[config.mk]
export PLATFORM = sky130hd
export DESIGN_NAME = baud_divisor_calc
export DESIGN_NICKNAME = d
export VERILOG_FILES = /design/src/rtl/baud_calc_pkg.sv /design/src/rtl/baud_calc_control.sv /design/src/rtl/baud_calc_datapath.sv /design/src/rtl/baud_divisor_calc.sv
export SDC_FILE = /design/constraint.sdc
export NUM_CORES = 1
export LEC_CHECK = 0
export BUFFER_PORTS_ARGS = -buffer_cell sky130_fd_sc_hd__buf_2
export CAP_MARGIN = 10
export CORE_MARGIN = 2
export CORE_UTILIZATION = 25
export CTS_CLUSTER_SIZE = 8
export DETAILED_ROUTE_END_ITERATION = 10
export PLACE_DENSITY_LB_ADDON = 0.08
export SLEW_MARGIN = 15
export SYNTH_ARGS = -nofsm -noshare
export SYNTH_HDL_FRONTEND = slang
export SYNTH_SLANG_ARGS = --single-unit
[constraint.sdc]
create_clock -name clk -period 3.84 [get_ports clk]
set_input_delay 0.768 -clock clk [delete_from_list [all_inputs] [get_ports clk]]
set_output_delay 0.768 -clock clk [all_outputs]
set_load 0.01 [all_outputs]
[src/rtl/baud_calc_pkg.sv]
package baud_calc_pkg;

  typedef struct packed {
    logic load;
    logic divStep;
    logic shift;
    logic round;
  } calcStrobes_t;

  typedef enum logic [2:0] {
    ST_IDLE,
    ST_DIV,
    ST_NORM,
    ST_ROUND,
    ST_DONE
  } calcState_t;

endpackage

[src/rtl/baud_calc_control.sv]
module baud_calc_control
  import baud_calc_pkg::*;
#(
  parameter int DIV_STEPS = 27
) (
  input  logic         clk,
  input  logic         rst_n,
  input  logic         start,
  input  logic         kBig,
  output calcStrobes_t strobes,
  output logic         done
);

  localparam int CNT_W = $clog2(DIV_STEPS + 1);
  localparam logic [CNT_W-1:0] LAST_STEP = CNT_W'(DIV_STEPS - 1);

  calcState_t state, stateNext;
  logic [CNT_W-1:0] stepCnt;

  always_comb begin
    stateNext = state;
    strobes   = '0;
    done      = 1'b0;
    unique case (state)
      ST_IDLE: begin
        if (start) begin
          strobes.load = 1'b1;
          stateNext    = ST_DIV;
        end
      end
      ST_DIV: begin
        strobes.divStep = 1'b1;
        if (stepCnt == LAST_STEP) stateNext = ST_NORM;
      end
      ST_NORM: begin
        if (kBig) strobes.shift = 1'b1;
        else      stateNext     = ST_ROUND;
      end
      ST_ROUND: begin
        strobes.round = 1'b1;
        stateNext     = ST_DONE;
      end
      ST_DONE: begin
        done      = 1'b1;
        stateNext = ST_IDLE;
      end
      default: stateNext = ST_IDLE;
    endcase
  end

  always_ff @(posedge clk or negedge rst_n) begin
    if (!rst_n) begin
      state   <= ST_IDLE;
      stepCnt <= '0;
    end else begin
      state <= stateNext;
      if (strobes.load)         stepCnt <= '0;
      else if (strobes.divStep) stepCnt <= stepCnt + CNT_W'(1);
    end
  end

endmodule

[src/rtl/baud_calc_datapath.sv]
module baud_calc_datapath
  import baud_calc_pkg::*;
#(
  parameter int CLK_W  = 25,
  parameter int BAUD_W = 24,
  parameter int FRAC_W = 2,
  parameter int K_W    = 8,
  parameter int M_MAX  = 8,
  localparam int MOW   = $clog2(M_MAX + 1)
) (
  input  logic              clk,
  input  logic              rst_n,
  input  calcStrobes_t      strobes,
  input  logic [CLK_W-1:0]  fclkIn,
  input  logic [BAUD_W-1:0] baudIn,
  output logic              kBig,
  output logic [MOW-1:0]    mOut,
  output logic [K_W-1:0]    kOut,
  output logic              errOut
);

  localparam int NUM_W = CLK_W + FRAC_W;
  localparam int DIV_W = BAUD_W + 1;
  localparam int QW    = NUM_W;
  localparam int MW    = $clog2(QW + 2);
  localparam logic [MW-1:0] M_LIMIT = MW'(M_MAX);

  logic [NUM_W-1:0] numSh;
  logic [DIV_W-1:0] divisor;
  logic [DIV_W-1:0] remR;
  logic [QW-1:0]    quot;
  logic [MW-1:0]    mCnt;
  logic             zeroBaud;
  logic [K_W-1:0]   kR;
  logic [MOW-1:0]   mR;
  logic             errR;

  // one restoring division step
  logic [DIV_W:0]   trial;
  logic [DIV_W:0]   diff;
  logic             fits;
  logic [DIV_W-1:0] remNext;

  always_comb begin
    trial   = {remR, numSh[NUM_W-1]};
    fits    = trial >= {1'b0, divisor};
    diff    = trial - {1'b0, divisor};
    remNext = fits ? diff[DIV_W-1:0] : trial[DIV_W-1:0];
  end

  // normalization test: integer part of quotient reaches 2^K_W
  assign kBig = |quot[QW-1:FRAC_W+K_W];

  // rounding on the first fractional bit, plus overflow fix-up
  logic [K_W+1:0] roundSum;
  logic [K_W:0]   kRounded;
  logic           roundOvf;
  logic [K_W-1:0] kFinal;
  logic [MW-1:0]  mFinal;

  always_comb begin
    roundSum = {1'b0, quot[FRAC_W+K_W-1:FRAC_W-1]} + (K_W+2)'(1);
    kRounded = roundSum[K_W+1:1];
    roundOvf = kRounded[K_W];
    kFinal   = roundOvf ? {1'b1, {(K_W-1){1'b0}}} : kRounded[K_W-1:0];
    mFinal   = mCnt + MW'(roundOvf);
  end

  always_ff @(posedge clk or negedge rst_n) begin
    if (!rst_n) begin
      numSh    <= '0;
      divisor  <= '0;
      remR     <= '0;
      quot     <= '0;
      mCnt     <= '0;
      zeroBaud <= 1'b0;
      kR       <= '0;
      mR       <= '0;
      errR     <= 1'b0;
    end else begin
      if (strobes.load) begin
        numSh    <= {fclkIn, {FRAC_W{1'b0}}};
        divisor  <= {baudIn, 1'b0};
        remR     <= '0;
        quot     <= '0;
        mCnt     <= '0;
        zeroBaud <= (baudIn == '0);
      end
      if (strobes.divStep) begin
        numSh <= {numSh[NUM_W-2:0], 1'b0};
        remR  <= remNext;
        quot  <= {quot[QW-2:0], fits};
      end
      if (strobes.shift) begin
        quot <= {1'b0, quot[QW-1:1]};
        mCnt <= mCnt + MW'(1);
      end
      if (strobes.round) begin
        kR   <= kFinal;
        mR   <= mFinal[MOW-1:0];
        errR <= zeroBaud | (mFinal > M_LIMIT);
      end
    end
  end

  assign mOut   = mR;
  assign kOut   = kR;
  assign errOut = errR;

endmodule

[src/rtl/baud_divisor_calc.sv]
module baud_divisor_calc
  import baud_calc_pkg::*;
#(
  parameter int CLK_W  = 25,
  parameter int BAUD_W = 24,
  parameter int FRAC_W = 2,
  parameter int K_W    = 8,
  parameter int M_MAX  = 8,
  localparam int MOW   = $clog2(M_MAX + 1)
) (
  input  logic              clk,
  input  logic              rst_n,
  input  logic              start,
  input  logic [CLK_W-1:0]  fclkHz,
  input  logic [BAUD_W-1:0] baudTarget,
  output logic [MOW-1:0]    mExp,
  output logic [K_W-1:0]    kDiv,
  output logic              done,
  output logic              rangeErr
);

  calcStrobes_t strobes;
  logic         kBig;

  baud_calc_control #(
    .DIV_STEPS(CLK_W + FRAC_W)
  ) i_control (
    .clk    (clk),
    .rst_n  (rst_n),
    .start  (start),
    .kBig   (kBig),
    .strobes(strobes),
    .done   (done)
  );

  baud_calc_datapath #(
    .CLK_W (CLK_W),
    .BAUD_W(BAUD_W),
    .FRAC_W(FRAC_W),
    .K_W   (K_W),
    .M_MAX (M_MAX)
  ) i_datapath (
    .clk    (clk),
    .rst_n  (rst_n),
    .strobes(strobes),
    .fclkIn (fclkHz),
    .baudIn (baudTarget),
    .kBig   (kBig),
    .mOut   (mExp),
    .kOut   (kDiv),
    .errOut (rangeErr)
  );

endmodule

### Word level (Yosys, flattened, before mapping)

Index checks and enable logic that the tools add are counted.

| word-level totals | value |
|---|---|
| output and inout bits | 14 |
| register bits after elaboration | 130 |

| operators by class | value |
|---|---|
| equality and inequality tests | 8 |
| add/sub/neg operators | 5 |
| bitwise logic cells | 1 |
| order comparisons | 2 |
| reduce and logical (&&, ||, !) cells | 7 |
| multiplexer cells | 24 |

Operator list:

| cell | number |
|---|---|
| two-way mux 27 bit | 5 |
| two-way mux 25 bit | 3 |
| greater-or-equal comparator 26 x 25 -> 1 bit | 1 |
| subtractor 25 bit | 1 |
| logical NOT 24 bit | 1 |
| two-way mux 5 bit | 4 |
| OR reduction 17 bit | 1 |
| case mux 3 bit (4 select lines) | 1 |
| adder 5 x 1 -> 5 bit (second input constant) | 2 |
| adder 9 x 1 -> 10 bit (second input constant) | 1 |
| two-way mux 3 bit | 3 |
| two-way mux 8 bit | 1 |
| two-way mux 1 bit | 7 |
| equality test 3 x 2 -> 1 bit (second input constant) | 2 |
| adder 5 x 1 -> 5 bit | 1 |
| equality test 5 bit (second input constant) | 1 |
| > comparator 5 x 4 -> 1 bit (second input constant) | 1 |
| inequality test 2 bit (second input constant) | 2 |
| nonzero test 2 bit | 2 |
| equality test 3 x 1 -> 1 bit (second input constant) | 1 |
| equality test 3 bit (second input constant) | 1 |
| logical NOT 3 bit | 1 |
| AND reduction 3 bit | 1 |
| nonzero test 3 bit | 1 |
| 2 further kinds | 2 |

### Depth between registers and ports, before layout

Gate-level depths: netlist (run 1).

| logic depth | value |
|---|---|
| depth in word-level cells | 5 |
| depth in mapped cells | 12 |
| depth with buffers taken out | 11 |

### Modules after synthesis

A second synthesis (run 1) with hierarchy kept.

| unflattened totals | value |
|---|---|
| cells, all modules | 798 |
| area total of the unflattened synthesis | 7225.7 sq um |

Modules (own cells, without submodules):

| module | area each (sq um) | sequential area each (sq um) | instances | cells an instance |
|---|---|---|---|---|
| baud_calc_datapath | 6712.7 | 3002.9 | 1 | 756 |
| baud_calc_control | 513.0 | 200.2 | 1 | 42 |

### Least setup slack after synthesis (run 1)

No wires, ideal clock.

| path | value |
|---|---|
| kind | register to register |
| start | reg i_datapath.remR[4] |
| end | reg i_datapath.remR[15] |
| library setup time | 0.132 ns |
| cell stages (with the launch flop) | 12 |
| slack | 1.312 ns |
| period minus slack after synthesis | 2.528 ns |
| data arrival time | 2.396 ns |
| data required time | 3.708 ns |
| path buffers | 2 |
| cells stage by stage | dfrtp_1 ha_1 a211o_1 a211oi_2 a21oi_1 o2111ai_2 a31oi_1 a21oi_2 buf_6 buf_8 mux2i_1 o21ai_1 |

| on the way | value |
|---|---|
| cells in the longest elaborated chain, start to end | 3 |
| elaborated cells between the ends (all ways) | 4 |
| those cells by class | add/sub: 1; order compare: 1; mux: 2 |

RTL lines:

| what | line | source |
|---|---|---|
| start, declared | baud_calc_datapath.sv:30 | `logic [DIV_W-1:0] remR;` |
| start signal, assigned | baud_calc_datapath.sv:91 | `remR <= remNext;` |
| subtractor 25 bit or greater-or-equal comparator 26 x 25 -> 1 bit (tied branches) | baud_calc_datapath.sv:47, baud_calc_datapath.sv:46 |  |
| two-way mux 25 bit * | baud_calc_datapath.sv:48 | `remNext = fits ? diff[DIV_W-1:0] : trial[DIV_W-1:0];` |
| two-way mux 25 bit * | baud_calc_datapath.sv:89 | `if (strobes.divStep) begin` |

Every way passes the cells marked *; elsewhere a longest branch is shown, timed or not.
A chain may end at the register's enable or synchronous reset.

### Final worst setup path (run 1)

| path | value |
|---|---|
| start | reg i_datapath.quot[3] |
| end | reg i_datapath.errR, in the netlist i_datapath.errOut |

| on the way | value |
|---|---|
| cells in the longest elaborated chain, start to end | 4 |

RTL lines:

| what | line | source |
|---|---|---|
| start, declared | baud_calc_datapath.sv:31 | `logic [QW-1:0] quot;` |
| start signal, assigned | baud_calc_datapath.sv:92 | `quot <= {quot[QW-2:0], fits};` |
| start signal, assigned | baud_calc_datapath.sv:95 | `quot <= {1'b0, quot[QW-1:1]};` |
| adder 9 x 1 -> 10 bit | baud_calc_datapath.sv:62 | `roundSum = {1'b0, quot[FRAC_W+K_W-1:FRAC_W-1]} + (K_W+2)'(1);` |
| adder 5 x 1 -> 5 bit | baud_calc_datapath.sv:66 | `mFinal = mCnt + MW'(roundOvf);` |
| named net i_datapath.mFinal[1] | baud_calc_datapath.sv:59 | `logic [MW-1:0] mFinal;` |
| > comparator 5 x 4 -> 1 bit | baud_calc_datapath.sv:101 | `errR <= zeroBaud \| (mFinal > M_LIMIT);` |
| OR 1 bit | baud_calc_datapath.sv:101 |  |
| end signal, assigned | baud_calc_datapath.sv:101 |  |
| end, declared | baud_calc_datapath.sv:36 | `logic errR;` |

The timed path passes the listed nets, and every way through them passes these cells.

==> results.py, run 1 <==
metrics = {
    "die": {
        "rows": 61,
        "coreArea_um2": 27700,
        "start_util_pct": 25.3,
        "dieArea_um2": 29300,
        "die_w_um": 171,
        "die_height_um": 171,
        "pin_count": 66,
    },
    "hold_path": {
        "hp-class": "in2async",
    },
    "critical_path": {
        "slowest_delay_ns": 0.73,
        "cp_cell_sequence": "nand3_1, nor4_1, ha_1, ha_1, o31ai_1, nor2_1, a21oi_1, nor2_1, nor3_1, o21ai_0",
        "critPathTopFamily": "simple AND/OR/NAND/NOR gates",
        "end_kind": "flop",
        "critPathArrivalTime_ns": 3.15,
        "required_ns": 4.12,
        "cpMaxStageDelayCell": "nor4_1",
        "cp_max_fo": 6,
        "setup.worst_path.start_class": "flop",
        "worst-path-buf-inv": 0,
        "path_class": "reg2reg",
    },
    "sta": {
        "rsz0062_at_grt": "false",
        "hold_viol": 0,
        "worst_pin_slew_ns": 1.15,
        "relSlewSlack_pct": 23.1,
        "fin_skew_ns": 0.0147,
        "final-max-slew-violation-count": 0,
        "layout_min_cycle_time_ns": 2.87,
        "finalSetupViolations": 0,
        "max_freq_ghz": 0.348,
        "setup_tns_ns": 0,
        "period_share_pct": 74.8,
    },
    "placement": {
        "dpl.cell_count": 1188,
        "portBuffers": 65,
        "place_congestion": 0.795,
        "dp_hpwl_mm": 12.4,
    },
    "synth": {
        "yosysWarnings": 0,
        "syn_nets": 865,
        "synth_cell_type_count": 64,
        "synth.avg_cell_area_um2": 8.95,
        "yosysMostFrequentCell": "nand2_1",
        "syn_inst": 782,
        "post-synth-top-area-fraction_pct": 45.8,
        "synth_top_flop_cell": "dfrtp_1",
        "synth_edf_count": 0,
        "ys_seq_area_share_pct": 45.8,
        "synth_common_cells": "nand2_1 (139), dfrtp_1 (128), nor2_1 (63)",
        "synthArstFlopShare_pct": 100,
        "synth_area_um2": 7000,
        "yosys.area.top_type": "dfrtp_1",
        "yosys_register_bits": 128,
        "synth.area.top_cells": "dfrtp_1 (46%), nand2_1 (7.5%), ha_1 (5.4%)",
    },
    "drt": {
        "ant_nets": 0,
        "wl_per_cell_um": 14.8,
        "routed_wl_mm": 18.1,
        "drc": 0,
        "drt-pass1-iter-count": 7,
        "via_per_inst": 4.73,
        "drtIter0Drc": 440,
        "vias": 5769,
    },
    "clock_network": {
        "insertion_delay_ns": 0.43,
        "cts_setup_buffers": 0,
        "cts_buffers": 17,
        "root_buffer": "clkbuf_16",
        "clk_path_buf_depth": 2,
        "cts_htree_levels": 4,
        "ctsHoldBuffers": 0,
        "clk_pin_slew_worst_paths_ns": 0.07,
        "cts_tree": "yes",
        "clock_sinks": 128,
        "ctsResizeCount": 0,
    },
    "grt": {
        "grt_overflow": 0,
        "grt_max_degree": 67,
        "grt_pass1_vias": 5765,
        "grt_first_pass_wirelength_mm": 30.2,
        "grt_usage_pct": 13.0,
        "antenna_found_initial": 0,
    },
    "run_status": {
        "status": "completed",
    },
    "power_and_ir_drop": {
        "p_leak_nw": 3.75,
        "peakVddDrop_mv": 0.304,
        "powerDensity_nw_per_um2": 1020,
    },
    "cells_and_area": {
        "layout-drive-gt1-share_pct": 14.4,
        "final_cells": 1220,
        "final_nets": 912,
        "area_growth_pct": 18.2,
        "diodes": 0,
    },
    "flow_run": {
        "max-cap-violations": 0,
    },
}
## stage by stage
step           cell area [µm²]  hold slack (ns)  total power, mW  util (%)  worst slack [ns]
2_1_floorplan             7000            0.450             5.87         -              1.31
3_3_place_gp              7710            0.457             6.89      27.8             0.973
3_5_place_dp              7710            0.461             6.91      27.8             0.922
4_1_cts                   8270            0.477             8.56      29.9             0.901
5_1_grt                   8270            0.510             9.26      29.9             0.643
6_report                  8270            0.471             8.45      29.9             0.966
## state kept, by name, indices dropped and copies added (netlist names)
name                 flops
i_control.state          3
i_control.stepCnt        5
i_datapath.divisor      24
i_datapath.errOut        1
i_datapath.kOut          8
i_datapath.mCnt          5
i_datapath.mOut          4
i_datapath.numSh        25
i_datapath.quot         27
i_datapath.remR         25
i_datapath.zeroBaud      1
## cell usage in the layout, fill, tap and decap left out, drive strengths merged, types with 5 or more instances in the layout
cell type	netlist	routed
xnor2	18	18
mux2i	17	17
a31oi	27	27
o31ai	6	6
nor2b	5	5
xor2	15	15
a21oi	29	29
nand2	139	139
o21ai	63	63
nor4	13	13
dfrtp	128	128
buf	6	76
inv	58	70
a32oi	6	6
o21a	7	7
nand4	11	11
clkbuf	42	17
nand3	15	15
ha	30	30
a21o	6	6
a222oi	24	24
nor2	63	63
## power by group
group          internal [mW]  leakage, nW  switching, mW  total, mW
sequential              2.02         1.56          0.492       2.51
combinational           1.88         1.91           2.47       4.35
clock                  0.863        0.277          0.731       1.59
total                   4.75         3.75           3.69       8.45
## area by class of cell
class / instances / area [µm²]
Clock buffer: 17 / 425
Clock inverter: 15 / 140
Fill cell: 2945 / 19400
Inverter: 58 / 218
Multi-Input combinational cell: 548 / 3390
Sequential cell: 128 / 3200
Tap cell: 378 / 473
Timing Repair Buffer: 76 / 423
## routing by layer
metal  GRT usage [%]  share of wire, %
met4            4.24               1.6
met1            17.6                49
met2            20.8                46
met5               0                 0
met3            2.58               3.7
## logic make-up after synthesis
family / after synthesis / share of synthesized area, %
simple gates: 271 / 17.1
compound gates: 195 / 18.7
flops: 128 / 45.8
buf+inv: 106 / 6.03
xor+xnor: 33 / 4.13
fa+ha+maj: 31 / 5.65
mux: 18 / 2.59
## path summary, 6_finish.rpt
| path | start | endpoint | slack [ns] | cells past startpoint |
|---|---|---|---|---|
| min in group clk | i_datapath.kOut[3] | i_datapath.kOut[3] | 0.47 | 2 |
| min reg2reg | i_datapath.kOut[3] | i_datapath.kOut[3] | 0.47 | 2 |
| min | rst_n | i_datapath.divisor[19] | 0.47 | 1 |
| max | i_datapath.quot[3] | i_datapath.errOut | 0.97 | 10 |
| max in group asynchronous | rst_n | i_datapath.quot[17] | 2.59 | 2 |
| max reg2reg | i_datapath.quot[3] | i_datapath.errOut | 0.97 | 10 |
Note: power is estimated with default switching activity, not from simulation.
==> inputs of run 2 (changes only) <==
Clock period 3.84 ns to 2.94 ns, I/O delays scaled along.
==> results.py, run 2 (same netlist as run 1, synthesis figures left out) <==
metrics = {
    "drt": {
        "wl_per_cell_um": 15.1,
        "ant_nets": 0,
        "routed_wl_mm": 18.5,
        "drc": 0,
        "drtIter0Drc": 507,
        "drt-pass1-iter-count": 8,
        "via_per_inst": 4.75,
        "vias": 5828,
    },
    "placement": {
        "portBuffers": 65,
        "postPlaceCellArea_um2": 7760,
        "dp_hpwl_mm": 12.6,
        "place_congestion": 0.815,
    },
    "die": {
        "die_w_um": 171,
        "pin_count": 66,
        "rows": 61,
        "coreArea_um2": 27700,
        "die_height_um": 171,
        "start_util_pct": 25.3,
        "dieArea_um2": 29300,
    },
    "clock_network": {
        "cts_buffers": 17,
        "clock_sinks": 128,
        "clk_pin_slew_worst_paths_ns": 0.06,
        "ctsHoldBuffers": 0,
        "clk_path_buf_depth": 2,
        "cts_tree": "yes",
        "root_buffer": "clkbuf_16",
        "cts_htree_levels": 4,
        "insertion_delay_ns": 0.42,
    },
    "cells_and_area": {
        "area_growth_pct": 20.2,
        "layout_common_cells": "nand2_1 (139), dfrtp_1 (128), buf_2 (64), nor2_1 (62), inv_1 (57)",
        "multi_input_area_um2": 3410,
        "layout-drive-gt1-share_pct": 15.4,
        "final_nets": 919,
        "seq_area_um2": 3200,
        "stdcell_area_um2": 8410,
        "layout_commonest_cell": "nand2_1",
        "diodes": 0,
        "fin_util_pct": 30.4,
        "regMostFlops": "i_datapath.quot",
        "num-fill-cells": 2956,
        "largest_reg_flops": 27,
        "reg_top3": "i_datapath.quot x27, i_datapath.numSh x25, i_datapath.remR x25",
    },
    "hold_path": {
        "hp-class": "in2async",
    },
    "critical_path": {
        "required_ns": 3.22,
        "path_class": "reg2reg",
        "cpMaxStageDelayCell": "dfrtp_1",
        "timing.critical_path.from": "i_datapath.remR[10]",
        "end_kind": "flop",
        "cp_cell_sequence": "ha_1, and3_1, o211ai_1, a21oi_2, o2111ai_2, a31oi_2, a21oi_2, buf_4, clkbuf_16, o311ai_0",
        "setup.worst_path.start_class": "flop",
        "slowest_delay_ns": 0.40,
        "reg2reg_depth": 10,
        "cp_max_fo": 8,
        "critPathArrivalTime_ns": 3.02,
        "r2r_end": "i_datapath.remR[3]",
        "critPathTopFamily": "compound AO/OA/AOI/OAI gates",
        "worstReg2RegStart": "i_datapath.remR[10]",
        "rrSetupSlack_ns": 0.20,
        "crit_path_frequent_cell": "a21oi_2",
        "worst-path-buf-inv": 2,
    },
    "sta": {
        "max_freq_ghz": 0.365,
        "fin_skew_ns": 0.0127,
        "relSlewSlack_pct": 26.9,
        "holdWs_ns": 0.166,
        "setup_tns_ns": 0,
        "hold_viol": 0,
        "finalSetupViolations": 0,
        "period_share_pct": 93.2,
        "worst_pin_slew_ns": 1.09,
        "rsz0062_at_grt": "false",
        "layout_min_cycle_time_ns": 2.74,
        "final-max-slew-violation-count": 0,
    },
    "grt": {
        "grt_first_pass_wirelength_mm": 30.3,
        "antenna_found_initial": 0,
        "use_met3_pct": 2.90,
        "grt_usage_pct": 13.0,
        "grt_pass1_vias": 5802,
        "grt_max_degree": 80,
        "grt_overflow": 0,
        "use_met1_pct": 17.9,
        "grt.busiest_layer": "met2",
        "use_met2_pct": 20.6,
    },
    "power_and_ir_drop": {
        "powerDensity_nw_per_um2": 1360,
        "p_leak_nw": 3.81,
        "peakVddDrop_mv": 0.453,
    },
    "flow_run": {
        "max-cap-violations": 0,
    },
    "run_status": {
        "status": "completed",
    },
}
[run 2: layout make-up]
type | count | area share, %
Tap cell | 378 | 5.62
Clock buffer | 18 | 5.10
Sequential cell | 128 | 38.1
Multi-Input combinational cell | 548 | 40.6
Timing Repair Buffer | 83 | 6.01
Inverter | 58 | 2.59
Clock inverter | 14 | 2.01
[run 2: worst max-delay path by stage]
| stage | to | slack, ns | cells after the start |
|---|---|---|---|
| 2_1_floorplan | i_datapath.remR[15] | 0.41 | 11 |
| 3_3_place_gp | i_datapath.remR[6] | 0.19 | 10 |
| 3_5_place_dp | i_datapath.remR[3] | 0.12 | 9 |
| 4_1_cts | i_datapath.remR[24] | 0.09 | 10 |
| 5_1_grt | i_datapath.remR[3] | 0.03 | 10 |
| 6_report | i_datapath.remR[3] | 0.20 | 10 |
[run 2: metal layers]
layer,part of all wire (%),vias up,wire [µm]
li1,-,2873,-
met1,49,2822,9130
met2,46,116,8520
met3,3.3,17,612
met4,1.4,0,253
met5,0,-,0
[run 2: report_power, final]
| group | internal (mW) | switching [mW] | leakage (nW) |
|---|---|---|---|
| logic | 2.66 | 3.33 | 1.96 |
| registers | 2.63 | 0.642 | 1.56 |
| clock network | 1.28 | 0.911 | 0.291 |
| total | 6.58 | 4.89 | 3.81 |
[run 2: what timing repair did]
action	CTS	global route
gates resized for setup	0	4
endpoints found under the setup margin	0	25
buffers inserted	0	1
endpoints found under the hold margin	0	0
[run 2: through the flow]
| stage | instances | setup slack, ns | power, mW |
|---|---|---|---|
| after detailed placement | 1193 | 0.125 | 9.16 |
| after floorplan | 782 | 0.412 | 7.67 |
| after global placement | 1193 | 0.194 | 9.12 |
| after CTS | 1225 | 0.0862 | 11.4 |
| after global routing | 1227 | 0.0350 | 12.5 |
| final | 1227 | 0.199 | 11.5 |
==> inputs of run 3 (changes only) <==
Settings changed: CTS_BUF_LIST set to sky130_fd_sc_hd__clkbuf_4 sky130_fd_sc_hd__clkbuf_8, SYNTH_HIERARCHICAL set to 1.
==> results.py, run 3 <==
metrics = {
    "critical_path": {
        "path_class": "reg2reg",
        "end_kind": "flop",
        "setup.worst_path.start_class": "flop",
        "critPathArrivalTime_ns": 3.14,
        "cp_max_fo": 5,
        "cpMaxStageDelayCell": "a311o_2",
        "slowest_delay_ns": 0.52,
        "required_ns": 3.27,
        "cp_cell_sequence": "inv_2, ha_4, nor2b_2, o31a_1, o21a_1, a21oi_4, o2111ai_2, a311o_2, buf_4, nand3_1, mux2i_1, a211o_1",
    },
    "power_and_ir_drop": {
        "peakVddDrop_mv": 0.392,
        "combPwrFrac_pct": 55.7,
        "intPower_mw": 6.39,
        "netSwitchingFraction_pct": 41.5,
        "total_power_mw": 10.9,
        "p_seq_share_pct": 28.1,
        "switchingPower_mw": 4.53,
        "pwr-share-clk_pct": 16.2,
        "powerDensity_nw_per_um2": 1260,
        "p_leak_nw": 3.86,
    },
    "cells_and_area": {
        "layout_commonest_cell": "dfrtp_1",
        "regMostFlops": "i_datapath/quot",
        "seq_area_um2": 3200,
        "reg_top3": "i_datapath/quot x27, i_datapath/numSh x25, i_datapath/remR x25",
        "final_nets": 949,
        "final_cells": 1263,
        "num-fill-cells": 3108,
        "multi_input_area_um2": 3710,
        "fin_util_pct": 30.4,
        "layout_common_cells": "dfrtp_1 (128), nand2_1 (120), o21ai_0 (98), buf_2 (64), a21oi_1 (56)",
        "layout-drive-gt1-share_pct": 17.9,
        "area_growth_pct": 19.9,
        "stdcell_area_um2": 8660,
        "diodes": 0,
        "largest_reg_flops": 27,
    },
    "placement": {
        "portBuffers": 65,
        "place_ws_ns": 0.102,
        "dpl.cell_count": 1220,
        "place_congestion": 0.746,
        "dp_hpwl_mm": 12.6,
        "postPlaceCellArea_um2": 8060,
    },
    "synth": {
        "synth_top_flop_cell": "dfrtp_1",
        "ys_seq_area_share_pct": 44.3,
        "post-synth-top-area-fraction_pct": 44.3,
        "yosys_register_bits": 128,
        "synth.area.top_cells": "dfrtp_1 (44%), o21ai_0 (6.8%), nand2_1 (6.2%)",
        "yosysWarnings": 6,
        "synth_common_cells": "dfrtp_1 (128), nand2_1 (120), o21ai_0 (98)",
        "yosys.area.top_type": "dfrtp_1",
        "yosysMostFrequentCell": "dfrtp_1",
        "synth_cell_type_count": 58,
        "synthArstFlopShare_pct": 100,
        "synth.avg_cell_area_um2": 9.05,
        "synth_area_um2": 7230,
        "syn_nets": 881,
        "syn_inst": 798,
        "synth_edf_count": 0,
    },
    "clock_network": {
        "cts_tree": "yes",
        "clk_path_buf_depth": 2,
        "cts_buffers": 17,
        "cts_htree_levels": 4,
        "root_buffer": "clkbuf_8",
        "clock_sinks": 128,
        "insertion_delay_ns": 0.44,
        "clk_pin_slew_worst_paths_ns": 0.08,
    },
    "sta": {
        "worst_slack_ns": 0.131,
        "max_freq_ghz": 0.356,
        "holdWs_ns": 0.149,
        "setup_tns_ns": 0,
        "fin_skew_ns": 0.0150,
        "final-max-slew-violation-count": 0,
        "rsz0062_at_grt": "true",
        "hold_viol": 0,
        "worst_pin_slew_ns": 0.736,
        "layout_min_cycle_time_ns": 2.81,
        "relSlewSlack_pct": 50.9,
        "finalSetupViolations": 0,
        "period_share_pct": 95.5,
    },
    "hold_path": {
        "hp-class": "in2async",
    },
    "drt": {
        "routed_wl_mm": 18.9,
        "drtIter0Drc": 322,
        "wl_per_cell_um": 15.0,
        "drc": 0,
        "drt-pass1-iter-count": 6,
        "vias": 5802,
        "ant_nets": 0,
        "via_per_inst": 4.59,
    },
    "grt": {
        "antenna_found_initial": 0,
        "grt_overflow": 0,
        "grt_pass1_vias": 5851,
        "grt_first_pass_wirelength_mm": 31.3,
        "grt_max_degree": 96,
        "grt_usage_pct": 12.9,
    },
    "die": {
        "coreArea_um2": 28500,
        "die_height_um": 174,
        "rows": 62,
        "pin_count": 66,
        "start_util_pct": 25.3,
        "die_w_um": 174,
        "dieArea_um2": 30300,
    },
    "run_status": {
        "status": "completed",
    },
    "flow_run": {
        "max-cap-violations": 0,
    },
}
-- run 3: changes by cell type in the layout (fill, tap and decap cells not counted), sizes merged, moves of 9 or more --
cell / previous run / this run
buf: 82 / 97
inv: 66 / 39
a21oi: 29 / 59
nand2: 139 / 120
a31oi: 27 / 3
nor2: 63 / 38
o211ai: 2 / 11
and3: 1 / 29
mux2i: 17 / 37
a222oi: 24 / 0
o21ai: 63 / 102
-- run 3: what timing repair did --
action | 4_1_cts | 5_1_grt
endpoints found under the setup margin | 0 | 7
hold buffers | 0 | 0
buffers inserted | 0 | 9
resized for setup | 0 | 12
-- run 3: kinds of logic after synthesis --
| group | count (synthesis) | synth area share [%] |
|---|---|---|
| flops | 128 | 44.3 |
| compound gates | 224 | 18.1 |
| xor+xnor | 31 | 3.76 |
| buf+inv | 88 | 5.11 |
| fa+ha+maj | 31 | 5.47 |
| simple gates | 253 | 17.2 |
| mux | 43 | 6.06 |
-- run 3: final timing paths --
check | from | to | cells past startpoint | slack (ns)
worst min-delay path | rst_n | i_control/stepCnt[3] | 1 | 0.15
worst max-delay path | i_datapath/divisor[2] | i_datapath/remR[23] | 12 | 0.13
min in group clk | baudTarget[7] | i_datapath/divisor[8] | 3 | 0.36
worst min register to register | i_control/stepCnt[4] | i_control/stepCnt[4] | 1 | 0.47
max in group asynchronous | rst_n | i_datapath/divisor[6] | 2 | 2.13
worst max register to register | i_datapath/divisor[2] | i_datapath/remR[23] | 12 | 0.13
-- run 3: layer usage --
metal  global-route usage [%]  vias up  routed length [µm]
li1                         -     2948                   -
met5                        0        -                   0
met2                     19.9       85                8340
met1                     18.3     2758                9870
met4                     3.05        0                 174
met3                     2.87       11                 526
-- run 3: power groups by stage --
stage | combinational, mW | sequential, mW | clock, mW
global placement | 5.79 | 3.11 | 0
floorplan | 4.28 | 2.97 | 0
detailed placement | 5.72 | 3.10 | 0
global route | 6.90 | 3.18 | 1.93
finish | 6.09 | 3.07 | 1.77
CTS | 5.74 | 3.07 | 1.85
-- run 3: worst max-delay path: cells and delay by family (launching register included) --
kind | cells | cell delay [ns]
flops | 1 | 0.39
fa+ha+maj | 1 | 0.20
simple gates | 2 | 0.22
mux | 1 | 0.07
compound gates | 6 | 1.56
buf+inv | 2 | 0.25
-- run 3: final cells by class --
cell class	count	share of cell area, %
Sequential cell	128	37.0
Multi-Input combinational cell	583	42.8
Clock inverter	12	2.08
Tap cell	384	5.55
Inverter	38	1.65
Clock buffer	20	3.18
Timing Repair Buffer	98	7.75
